## src/rtl/sio_cfg_pkg.sv

```systemverilog
package sio_cfg_pkg;

  localparam int KEY_LEN = 4;
  localparam int STAGE_W = $clog2(KEY_LEN);

  localparam logic [7:0] REG_RELOCK  = 8'h02;
  localparam logic [7:0] RELOCK_CODE = 8'h02;
  localparam logic [7:0] REG_BANK    = 8'h07;
  localparam logic [7:0] REG_ID_HI   = 8'h20;
  localparam logic [7:0] REG_ID_LO   = 8'h21;
  localparam logic [7:0] REG_REV     = 8'h22;
  localparam logic [7:0] DEV_BASE    = 8'h30;
  localparam logic [7:0] SEALED_READ = 8'hFF;

  // Expected unlock byte for a given position in the key.
  function automatic logic [7:0] key_byte(input logic [STAGE_W-1:0] pos);
    case (pos)
      2'd0:    key_byte = 8'h87;
      2'd1:    key_byte = 8'h01;
      default: key_byte = 8'h55;
    endcase
  endfunction

  // Matcher advance: step on a match, restart at position 1 when the
  // breaking byte is itself a valid opener, otherwise fall back to 0.
  function automatic logic [STAGE_W-1:0] key_next(input logic [STAGE_W-1:0] pos,
                                                  input logic [7:0] b);
    if (b == key_byte(pos))        key_next = STAGE_W'(pos + 1'b1);
    else if (b == key_byte('0))    key_next = STAGE_W'(1);
    else                           key_next = '0;
  endfunction

  function automatic logic is_dev_offset(input logic [7:0] idx);
    is_dev_offset = (idx >= DEV_BASE);
  endfunction

endpackage

```

## src/rtl/sio_key_match.sv

```systemverilog
module sio_key_match
  import sio_cfg_pkg::*;
(
  input  logic       clk,
  input  logic       rst_n,
  input  logic       key_wr,
  input  logic [7:0] key_in,
  input  logic       relock,
  output logic       unlocked_o,
  output logic       key_hit_o
);

  logic [STAGE_W-1:0] stage_q;

  assign key_hit_o = key_wr && !unlocked_o &&
                     (stage_q == STAGE_W'(KEY_LEN-1)) &&
                     (key_in == key_byte(stage_q));

  always_ff @(posedge clk) begin
    if (!rst_n) begin
      unlocked_o <= 1'b0;
      stage_q    <= '0;
    end else if (relock) begin
      unlocked_o <= 1'b0;
      stage_q    <= '0;
    end else if (key_wr && !unlocked_o) begin
      if (key_hit_o) begin
        unlocked_o <= 1'b1;
        stage_q    <= '0;
      end else begin
        stage_q <= key_next(stage_q, key_in);
      end
    end
  end

endmodule

```

## src/rtl/sio_cfg_regs.sv

```systemverilog
module sio_cfg_regs
  import sio_cfg_pkg::*;
#(
  parameter logic [15:0] CHIP_ID  = 16'h8728,
  parameter logic [3:0]  CHIP_REV = 4'h3
)(
  input  logic       clk,
  input  logic       rst_n,
  input  logic       unlocked,
  input  logic       idx_wr,
  input  logic       dat_wr,
  input  logic [7:0] wdata,
  input  logic [7:0] child_rdata,
  output logic [7:0] index_q,
  output logic [7:0] bank_q,
  output logic       relock_o,
  output logic       child_wr_o,
  output logic [7:0] cfg_rdata
);

  function automatic logic [7:0] cfg_read(input logic [7:0] idx,
                                          input logic [7:0] bank,
                                          input logic [7:0] child);
    if (is_dev_offset(idx))       cfg_read = child;
    else if (idx == REG_BANK)     cfg_read = bank;
    else if (idx == REG_ID_HI)    cfg_read = CHIP_ID[15:8];
    else if (idx == REG_ID_LO)    cfg_read = CHIP_ID[7:0];
    else if (idx == REG_REV)      cfg_read = {4'h0, CHIP_REV};
    else                          cfg_read = 8'h00;
  endfunction

  logic bank_wr;

  assign relock_o   = unlocked && dat_wr && (index_q == REG_RELOCK) && (wdata == RELOCK_CODE);
  assign bank_wr    = unlocked && dat_wr && (index_q == REG_BANK);
  assign child_wr_o = unlocked && dat_wr && is_dev_offset(index_q);
  assign cfg_rdata  = cfg_read(index_q, bank_q, child_rdata);

  always_ff @(posedge clk) begin
    if (!rst_n) begin
      index_q <= 8'h00;
      bank_q  <= 8'h00;
    end else begin
      if (unlocked && idx_wr) index_q <= wdata;
      if (bank_wr)            bank_q  <= wdata;
    end
  end

endmodule

```

## src/rtl/sio_cfg_gate.sv

```systemverilog
module sio_cfg_gate
  import sio_cfg_pkg::*;
#(
  parameter int              ADDR_W     = 16,
  parameter logic [ADDR_W-1:0] INDEX_PORT = ADDR_W'(16'h002E),
  parameter logic [ADDR_W-1:0] DATA_PORT  = ADDR_W'(16'h002F),
  parameter logic [15:0]     CHIP_ID    = 16'h8728,
  parameter logic [3:0]      CHIP_REV   = 4'h3
)(
  input  logic              clk,
  input  logic              rst_n,
  input  logic [ADDR_W-1:0] io_addr,
  input  logic              io_wr,
  input  logic              io_rd,
  input  logic [7:0]        io_wdata,
  output logic [7:0]        io_rdata,
  output logic              cfg_unlocked,
  output logic [7:0]        dev_ldn,
  output logic [7:0]        dev_idx,
  output logic              dev_wr,
  output logic [7:0]        dev_wdata,
  input  logic [7:0]        dev_rdata
);

  logic       hit_index;
  logic       hit_data;
  logic       idx_wr;
  logic       dat_wr;
  logic       key_wr;
  logic       key_hit;
  logic       relock;
  logic [7:0] cfg_rdata;

  assign hit_index = (io_addr == INDEX_PORT);
  assign hit_data  = (io_addr == DATA_PORT);
  assign idx_wr    = io_wr && hit_index;
  assign dat_wr    = io_wr && hit_data;
  assign key_wr    = idx_wr && !cfg_unlocked;

  sio_key_match u_key (
    .clk        (clk),
    .rst_n      (rst_n),
    .key_wr     (key_wr),
    .key_in     (io_wdata),
    .relock     (relock),
    .unlocked_o (cfg_unlocked),
    .key_hit_o  (key_hit)
  );

  sio_cfg_regs #(
    .CHIP_ID  (CHIP_ID),
    .CHIP_REV (CHIP_REV)
  ) u_regs (
    .clk         (clk),
    .rst_n       (rst_n),
    .unlocked    (cfg_unlocked),
    .idx_wr      (idx_wr),
    .dat_wr      (dat_wr),
    .wdata       (io_wdata),
    .child_rdata (dev_rdata),
    .index_q     (dev_idx),
    .bank_q      (dev_ldn),
    .relock_o    (relock),
    .child_wr_o  (dev_wr),
    .cfg_rdata   (cfg_rdata)
  );

  assign dev_wdata = io_wdata;

  always_comb begin
    io_rdata = 8'h00;
    if (io_rd) begin
      if (hit_index)     io_rdata = cfg_unlocked ? dev_idx   : SEALED_READ;
      else if (hit_data) io_rdata = cfg_unlocked ? cfg_rdata : SEALED_READ;
    end
  end

endmodule

```

## config.mk

```make
export PLATFORM = sky130hd
export DESIGN_NAME = sio_cfg_gate
export DESIGN_NICKNAME = d
export VERILOG_FILES = /design/src/rtl/sio_cfg_pkg.sv /design/src/rtl/sio_key_match.sv /design/src/rtl/sio_cfg_regs.sv /design/src/rtl/sio_cfg_gate.sv
export SDC_FILE = /design/constraint.sdc
export NUM_CORES = 1
export LEC_CHECK = 0
export ABC_CLOCK_PERIOD_IN_PS = 2100
export BUFFER_PORTS_ARGS = -buffer_cell sky130_fd_sc_hd__buf_4
export CORE_MARGIN = 2
export CORE_UTILIZATION = 45
export DETAILED_ROUTE_END_ITERATION = 8
export PLACE_DENSITY_LB_ADDON = 0.15
export RECOVER_POWER = 100
export SETUP_SLACK_MARGIN = 0.1
export SLEW_MARGIN = 20
export SYNTH_ARGS = -nofsm -noshare
export SYNTH_HDL_FRONTEND = slang
export SYNTH_SLANG_ARGS = --single-unit
```

## constraint.sdc

```tcl
create_clock -name clk -period 2.1 [get_ports clk]
set_input_delay 0.21 -clock clk [delete_from_list [all_inputs] [get_ports clk]]
set_output_delay 0.21 -clock clk [all_outputs]
set_load 0.005 [all_outputs]
```

-- Word-level counts from Yosys, hierarchy flattened
Index checks and enable logic that the tools add are counted.
- register bits after elaboration: 19
- input bits: 36
- output and inout port bits: 34
- logic and storage cells: 54
- add/subtract/negate cells: 1
- $lt $le $gt $ge: 1
- equality and inequality tests: 13
- multiplexer cells: 18
- bitwise operators: 1
- reduce and logical (&&, ||, !) cells: 16
- operators by type and width (kind ; count):
    $mux 8 ; 13
    $eq 16x6->1 const B ; 2
    $eq 8x6->1 const B ; 3
    $eq 8x2->1 const B ; 2
    $eq 8x8->1 ; 2
    $pmux 8 s2 ; 1
    $logic_and 1x1->1 ; 12
    $eq 8x3->1 const B ; 1
    $eq 8x8->1 const B ; 1
    $ge 8x6->1 const B ; 1
    $mux 2 ; 3
    $add 2x1->2 const B ; 1
    $eq 2x1->1 const B ; 1
    $eq 2x2->1 const B ; 1
    $logic_not 2->1 ; 1
    $reduce_and 2->1 ; 1
    $reduce_or 2->1 ; 1
    $logic_not 1->1 ; 1
    $mux 1 ; 1
    $not 1->1 ; 1

-- Logic depth before layout (Yosys ltp)
- depth after elaboration: 13
- depth in mapped cells: 7
- gate-level depth less buffers: 7

-- Modules after synthesis
Synthesis repeated with hierarchy kept, for this count alone.
- cells, all modules: 180
- area total of the unflattened synthesis: 1524.0 um2
- by module, submodules not included (module ; times used ; cells an instance ; area an instance (um2) ; seq. area each (um2)):
    sio_cfg_regs ; 1 ; 108 ; 882.1 ; 320.3
    sio_cfg_gate ; 1 ; 38 ; 337.8 ; 0.0
    sio_key_match ; 1 ; 34 ; 304.0 ; 60.1

-- Least setup slack after synthesis
Ideal clock, no wire load.
- path type: reg2reg
- start point: register u_key.stage_q[1]
- end point: register u_key.stage_q[0]
- arrival: 1.577 ns
- data required time: 2.020 ns
- slack: 0.443 ns
- stages on the path, launching flop included: 8
- path buffers: 0
- period minus slack after synthesis: 1.657 ns
- cell sequence: dfxtp_1 -> inv_1 -> ha_1 -> xor2_1 -> nand4_1 -> or4_1 -> o211ai_1 -> nor3b_1
- word-level cells in the longest chain between the ends: 9
- ends and longest elaborated chain (item ; line ; text):
    start, declared ; sio_key_match.sv:13 ; logic [STAGE_W-1:0] stage_q;
    start signal, assigned ; sio_key_match.sv:31 ; stage_q <= key_next(stage_q, key_in);
    $eq 2x1->1 or $logic_not 2->1 (tied branches) ; sio_cfg_pkg.sv:17 ; case (pos)
    $pmux 8 s2 ; sio_cfg_pkg.sv:17 ;
    $mux 8 ; sio_key_match.sv:27 ; if (key_hit_o) begin
    $mux 8 ; sio_key_match.sv:26 ; end else if (key_wr && !unlocked_o) begin
    $mux 8 ; sio_key_match.sv:23 ; end else if (relock) begin
    $mux 8 ; sio_key_match.sv:20 ; if (!rst_n) begin
    $eq 8x8->1 ; sio_cfg_pkg.sv:28 ; if (b == key_byte(pos)) key_next = STAGE_W'(pos + 1'b1);
    $mux 2 ; sio_cfg_pkg.sv:28 ;
    $mux 2 (*) ; sio_key_match.sv:27 ;
Every way passes the cells marked *; elsewhere a longest branch is shown, timed or not. The select of a mux whose other input is x is not followed.
A chain may end at the register's enable or synchronous reset.

-- Final worst setup path
- start point: register u_regs.index_q[4]
- end point: output port io_rdata[5]
- word-level cells in the longest chain between the ends: 9
- ends and longest elaborated chain (item ; line ; text):
    start, declared ; sio_cfg_regs.sv:14 ; output logic [7:0] index_q,
    start signal, assigned ; sio_cfg_regs.sv:44 ; if (unlocked && idx_wr) index_q <= wdata;
    $eq 8x6->1 ; sio_cfg_regs.sv:27 ; else if (idx == REG_ID_LO) cfg_read = CHIP_ID[7:0];
    $mux 8 ; sio_cfg_regs.sv:27 ;
    $mux 8 ; sio_cfg_regs.sv:26 ; else if (idx == REG_ID_HI) cfg_read = CHIP_ID[15:8];
    $mux 8 ; sio_cfg_regs.sv:25 ; else if (idx == REG_BANK) cfg_read = bank;
    $mux 8 (*) ; sio_cfg_regs.sv:24 ; if (is_dev_offset(idx)) cfg_read = child;
    $mux 8 (*) (2 in a row) ; sio_cfg_gate.sv:74 ; else if (hit_data) io_rdata = cfg_unlocked ? cfg_rdata : SEALED_READ;
    $mux 8 (*) ; sio_cfg_gate.sv:73 ; if (hit_index) io_rdata = cfg_unlocked ? dev_idx : SEALED_READ;
    $mux 8 (*) ; sio_cfg_gate.sv:72 ; if (io_rd) begin
    end, declared ; sio_cfg_gate.sv:16 ; output logic [7:0] io_rdata,
Every way passes the cells marked *; elsewhere a longest branch is shown, timed or not.

==> flow_metrics.env <==
export IMPL_async_flop_share=0
export IMPL_rrSetupSlack_ns=0.21
export IMPL_multi_input_area_um2=980
export IMPL_tns_ns=0
export IMPL_ys_warn_count=0
export IMPL_synth_compound_area_share=0.148
export IMPL_fin_cells=271
export IMPL_syn_area_um2=1410
export IMPL_seq_area_um2=384
export IMPL_critPathLaunch="u_regs.index_q[4]"
export IMPL_switching_share=0.239
export IMPL_min_path_type="input port to flop"
export IMPL_grt_max_degree=18
export IMPL_first_pass_iters=4
export IMPL_io_pins=70
export IMPL_yosys_area_share_simple=0.342
export IMPL_power_leakage_nw=0.801
export IMPL_grt_total_usage=0.238
export IMPL_cts_sinks=19
export IMPL_dp_cells=262
export IMPL_die_h_um=60.0
export IMPL_synth_top_family_by_area="simple AND/OR/NAND/NOR gates"
export IMPL_status="completed"
export IMPL_dieArea_um2=3600
export IMPL_crit_arrival_ns=1.85
export IMPL_drv_cap=0
export IMPL_avgSynthCellArea_um2=9.11
export IMPL_synthCells=155
export IMPL_startpoint_type="flop"
export IMPL_start_util=0.466
export IMPL_maxSlewHeadroom=0.586
export IMPL_synthMuxAreaShare=0.113
export IMPL_synth_seq_cells=19
export IMPL_critPathMaxFanout=6
export IMPL_final_hold_violation_count=0
export IMPL_finalCritPeriodShare=0.979
export IMPL_fmax_mhz=486
export IMPL_nets=269
export IMPL_cp_required_ns=1.89
export IMPL_synthAdderAreaFrac=0.0443
export IMPL_cts_tree="built"
export IMPL_worstSkewPairLatency_ns=0.29
export IMPL_worst_setup_path_end_kind="output port"
export IMPL_cts_max_level=1
export IMPL_yosys_top_cells_area="dfxtp_1 (27%), mux2i_1 (11%), nor2b_1 (8.0%)"
export IMPL_wl_met3_um=258
export IMPL_gp_congestion=0.784
export IMPL_critPathCapture="io_rdata[5]"
export IMPL_cts_hold_buf=0
export IMPL_power_switching_uw=155
export IMPL_clk_pin_slew_ns=0.10
export IMPL_cts_buffer_depth=2
export IMPL_synth_edff_count=0
export IMPL_synthFlopType="dfxtp_1"
export IMPL_yosysUniqueCellTypes=45
export IMPL_grt_first_pass_wirelength_mm=6.40
export IMPL_grt_antenna_before_repair=0
export IMPL_drc_errors=0
export IMPL_drive_above_1_share=0.441
export IMPL_rsz0062_at_grt="yes"
export IMPL_dp_hpwl_mm=3.20
export IMPL_clkPwrFrac=0.288
export IMPL_cts_root_buf="clkbuf_4"
export IMPL_synth_seq_area_share=0.270
export IMPL_reg2reg_depth=7
export IMPL_avgRoutedWirePerCell_um=15.4
export IMPL_fin_skew_ns=0.00868
export IMPL_regToRegStartpoint="u_regs.index_q[4]"
export IMPL_place_ws_ns=0.168
export IMPL_grt_pass1_vias=1363
export IMPL_total_power_uw=647
export IMPL_wl_met1_mm=1.73
export IMPL_die_x_um=60.0
export IMPL_met2_wirelength_mm=2.17
export IMPL_power_density_nw_per_um2=313
export IMPL_io_buffer_count=69
export IMPL_fin_ws_ns=0.0441
export IMPL_synth_top_cell_by_area="dfxtp_1"
export IMPL_detail_route_antenna_nets=0
export IMPL_grt_ovfl_total=0
export IMPL_fin_crit_ns=2.06
export IMPL_synth_nets=196
export IMPL_core_um2=3030
export IMPL_insertedDiodeCount=0
export IMPL_areaGrowthSynthToFinish_pct=46.5
export IMPL_numCtsBuffers=3
export IMPL_path_class="flop to output port"
export IMPL_fillers=264
export IMPL_yosysMostFrequentCell="dfxtp_1"
export IMPL_comb_power_share=0.155
export IMPL_vias=1535
export IMPL_wirelength_mm=4.18
export IMPL_synth_top_cell_area_share=0.270
export IMPL_tightest_slew_ns=0.622
export IMPL_internal_power_uw=492
export IMPL_top_layer_used="met4"
export IMPL_peakVddDrop_v=0.000272
export IMPL_setup_viol=0
export IMPL_drt_initial_drc_count=62
export IMPL_synthTopCellsByCount="dfxtp_1 (19), nor2b_1 (18), mux2i_1 (16), a21oi_1 (8), buf_4 (8)"
export IMPL_pwr_share_seq=0.557
export IMPL_maxSlewViolCount=0
export IMPL_synthXorXnorAreaFrac=0.0124
export IMPL_std_cell_rows=20
export IMPL_viasPerCell=5.66
export IMPL_r2r_end="u_regs.bank_q[3]"
[flip-flops by register name (all words and copies together), names as in the netlist]
signal / count
u_key.unlocked_o: 1
u_regs.index_q: 8
u_regs.bank_q: 8
u_key.stage_q: 2
[how the worst min path moves through the flow]
stage,from,to,slack [ns],cells after the start
after floorplan,rst_n,u_regs.bank_q[5],0.34,1
after global placement,io_wdata[5],u_regs.bank_q[5],0.50,3
after detailed placement,io_wdata[5],u_regs.index_q[5],0.51,3
after CTS,io_wdata[5],u_regs.index_q[5],0.20,3
after global routing,io_wdata[5],u_regs.index_q[5],0.21,3
final,io_wdata[5],u_regs.index_q[5],0.21,3
[power groups by stage]
| stage | Clock, mW | Sequential, mW | Combinational [mW] |
|---|---|---|---|
| final | 0.186 | 0.360 | 0.101 |
| after global routing | 0.206 | 0.360 | 0.108 |
| after CTS | 0.190 | 0.360 | 0.107 |
| after detailed placement | 0 | 0.368 | 0.106 |
| after global placement | 0 | 0.368 | 0.104 |
| after floorplan | 0 | 0.368 | 0.0323 |
[critical path, stage by stage, from the launching register on]
cell	delay, ns
dfxtp_2	0.35
nor4_4	0.36
and4_4	0.36
buf_12	0.12
a22oi_2	0.06
a31oi_1	0.17
buf_4	0.13
[layout make-up]
class / count / area share
clock buffer: 4 / 0.0127
inverter: 5 / 0.00908
sequential: 19 / 0.186
multi-input combinational: 118 / 0.474
timing repair buffer: 81 / 0.292
tap: 44 / 0.0266
[layout by cell type, fill, tap and decap left out, types with 5 or more instances in the layout]
cell      instances
clkbuf_1          9
clkbuf_4         14
dfxtp_1          16
mux2i_1          16
buf_4            60
nand4_1           5
nor2b_1          17
ha_1              5
a21oi_1           6
o21ai_0           7
inv_1             5
[cells by family (layout without fill, tap and decap cells)]
logic type / after synthesis / in the layout
and+or+nand+nor: 62 / 62
buffers and inverters: 18 / 90
DFF: 19 / 19
AOI/OAI and AO/OA: 33 / 33
xor gates and xnor gates: 2 / 2
adders and majority gates: 5 / 5
muxes: 16 / 16
[through the flow]
step	hold slack (ns)	cell area (um2)	util
final	0.210	2070	0.683
after global routing	0.210	2070	0.683
after CTS	0.203	2070	0.685
after detailed placement	0.508	1970	0.650
after global placement	0.500	1970	0.650
after floorplan	0.338	1410	-
[layer usage]
metal / up-vias / track usage
met5: - / 0
met4: 0 / 0.0603
met3: 2 / 0.0260
met2: 67 / 0.405
met1: 742 / 0.318
li1: 724 / -
[what timing repair did]
item / CTS / global route
hold endpoints to repair: 0 / 0
pin swaps: 14 / 15
gates resized for setup: 10 / 6
setup buffers: 4 / 1
setup endpoints to repair: 8 / 8
Power figures use the tool's default switching activity.
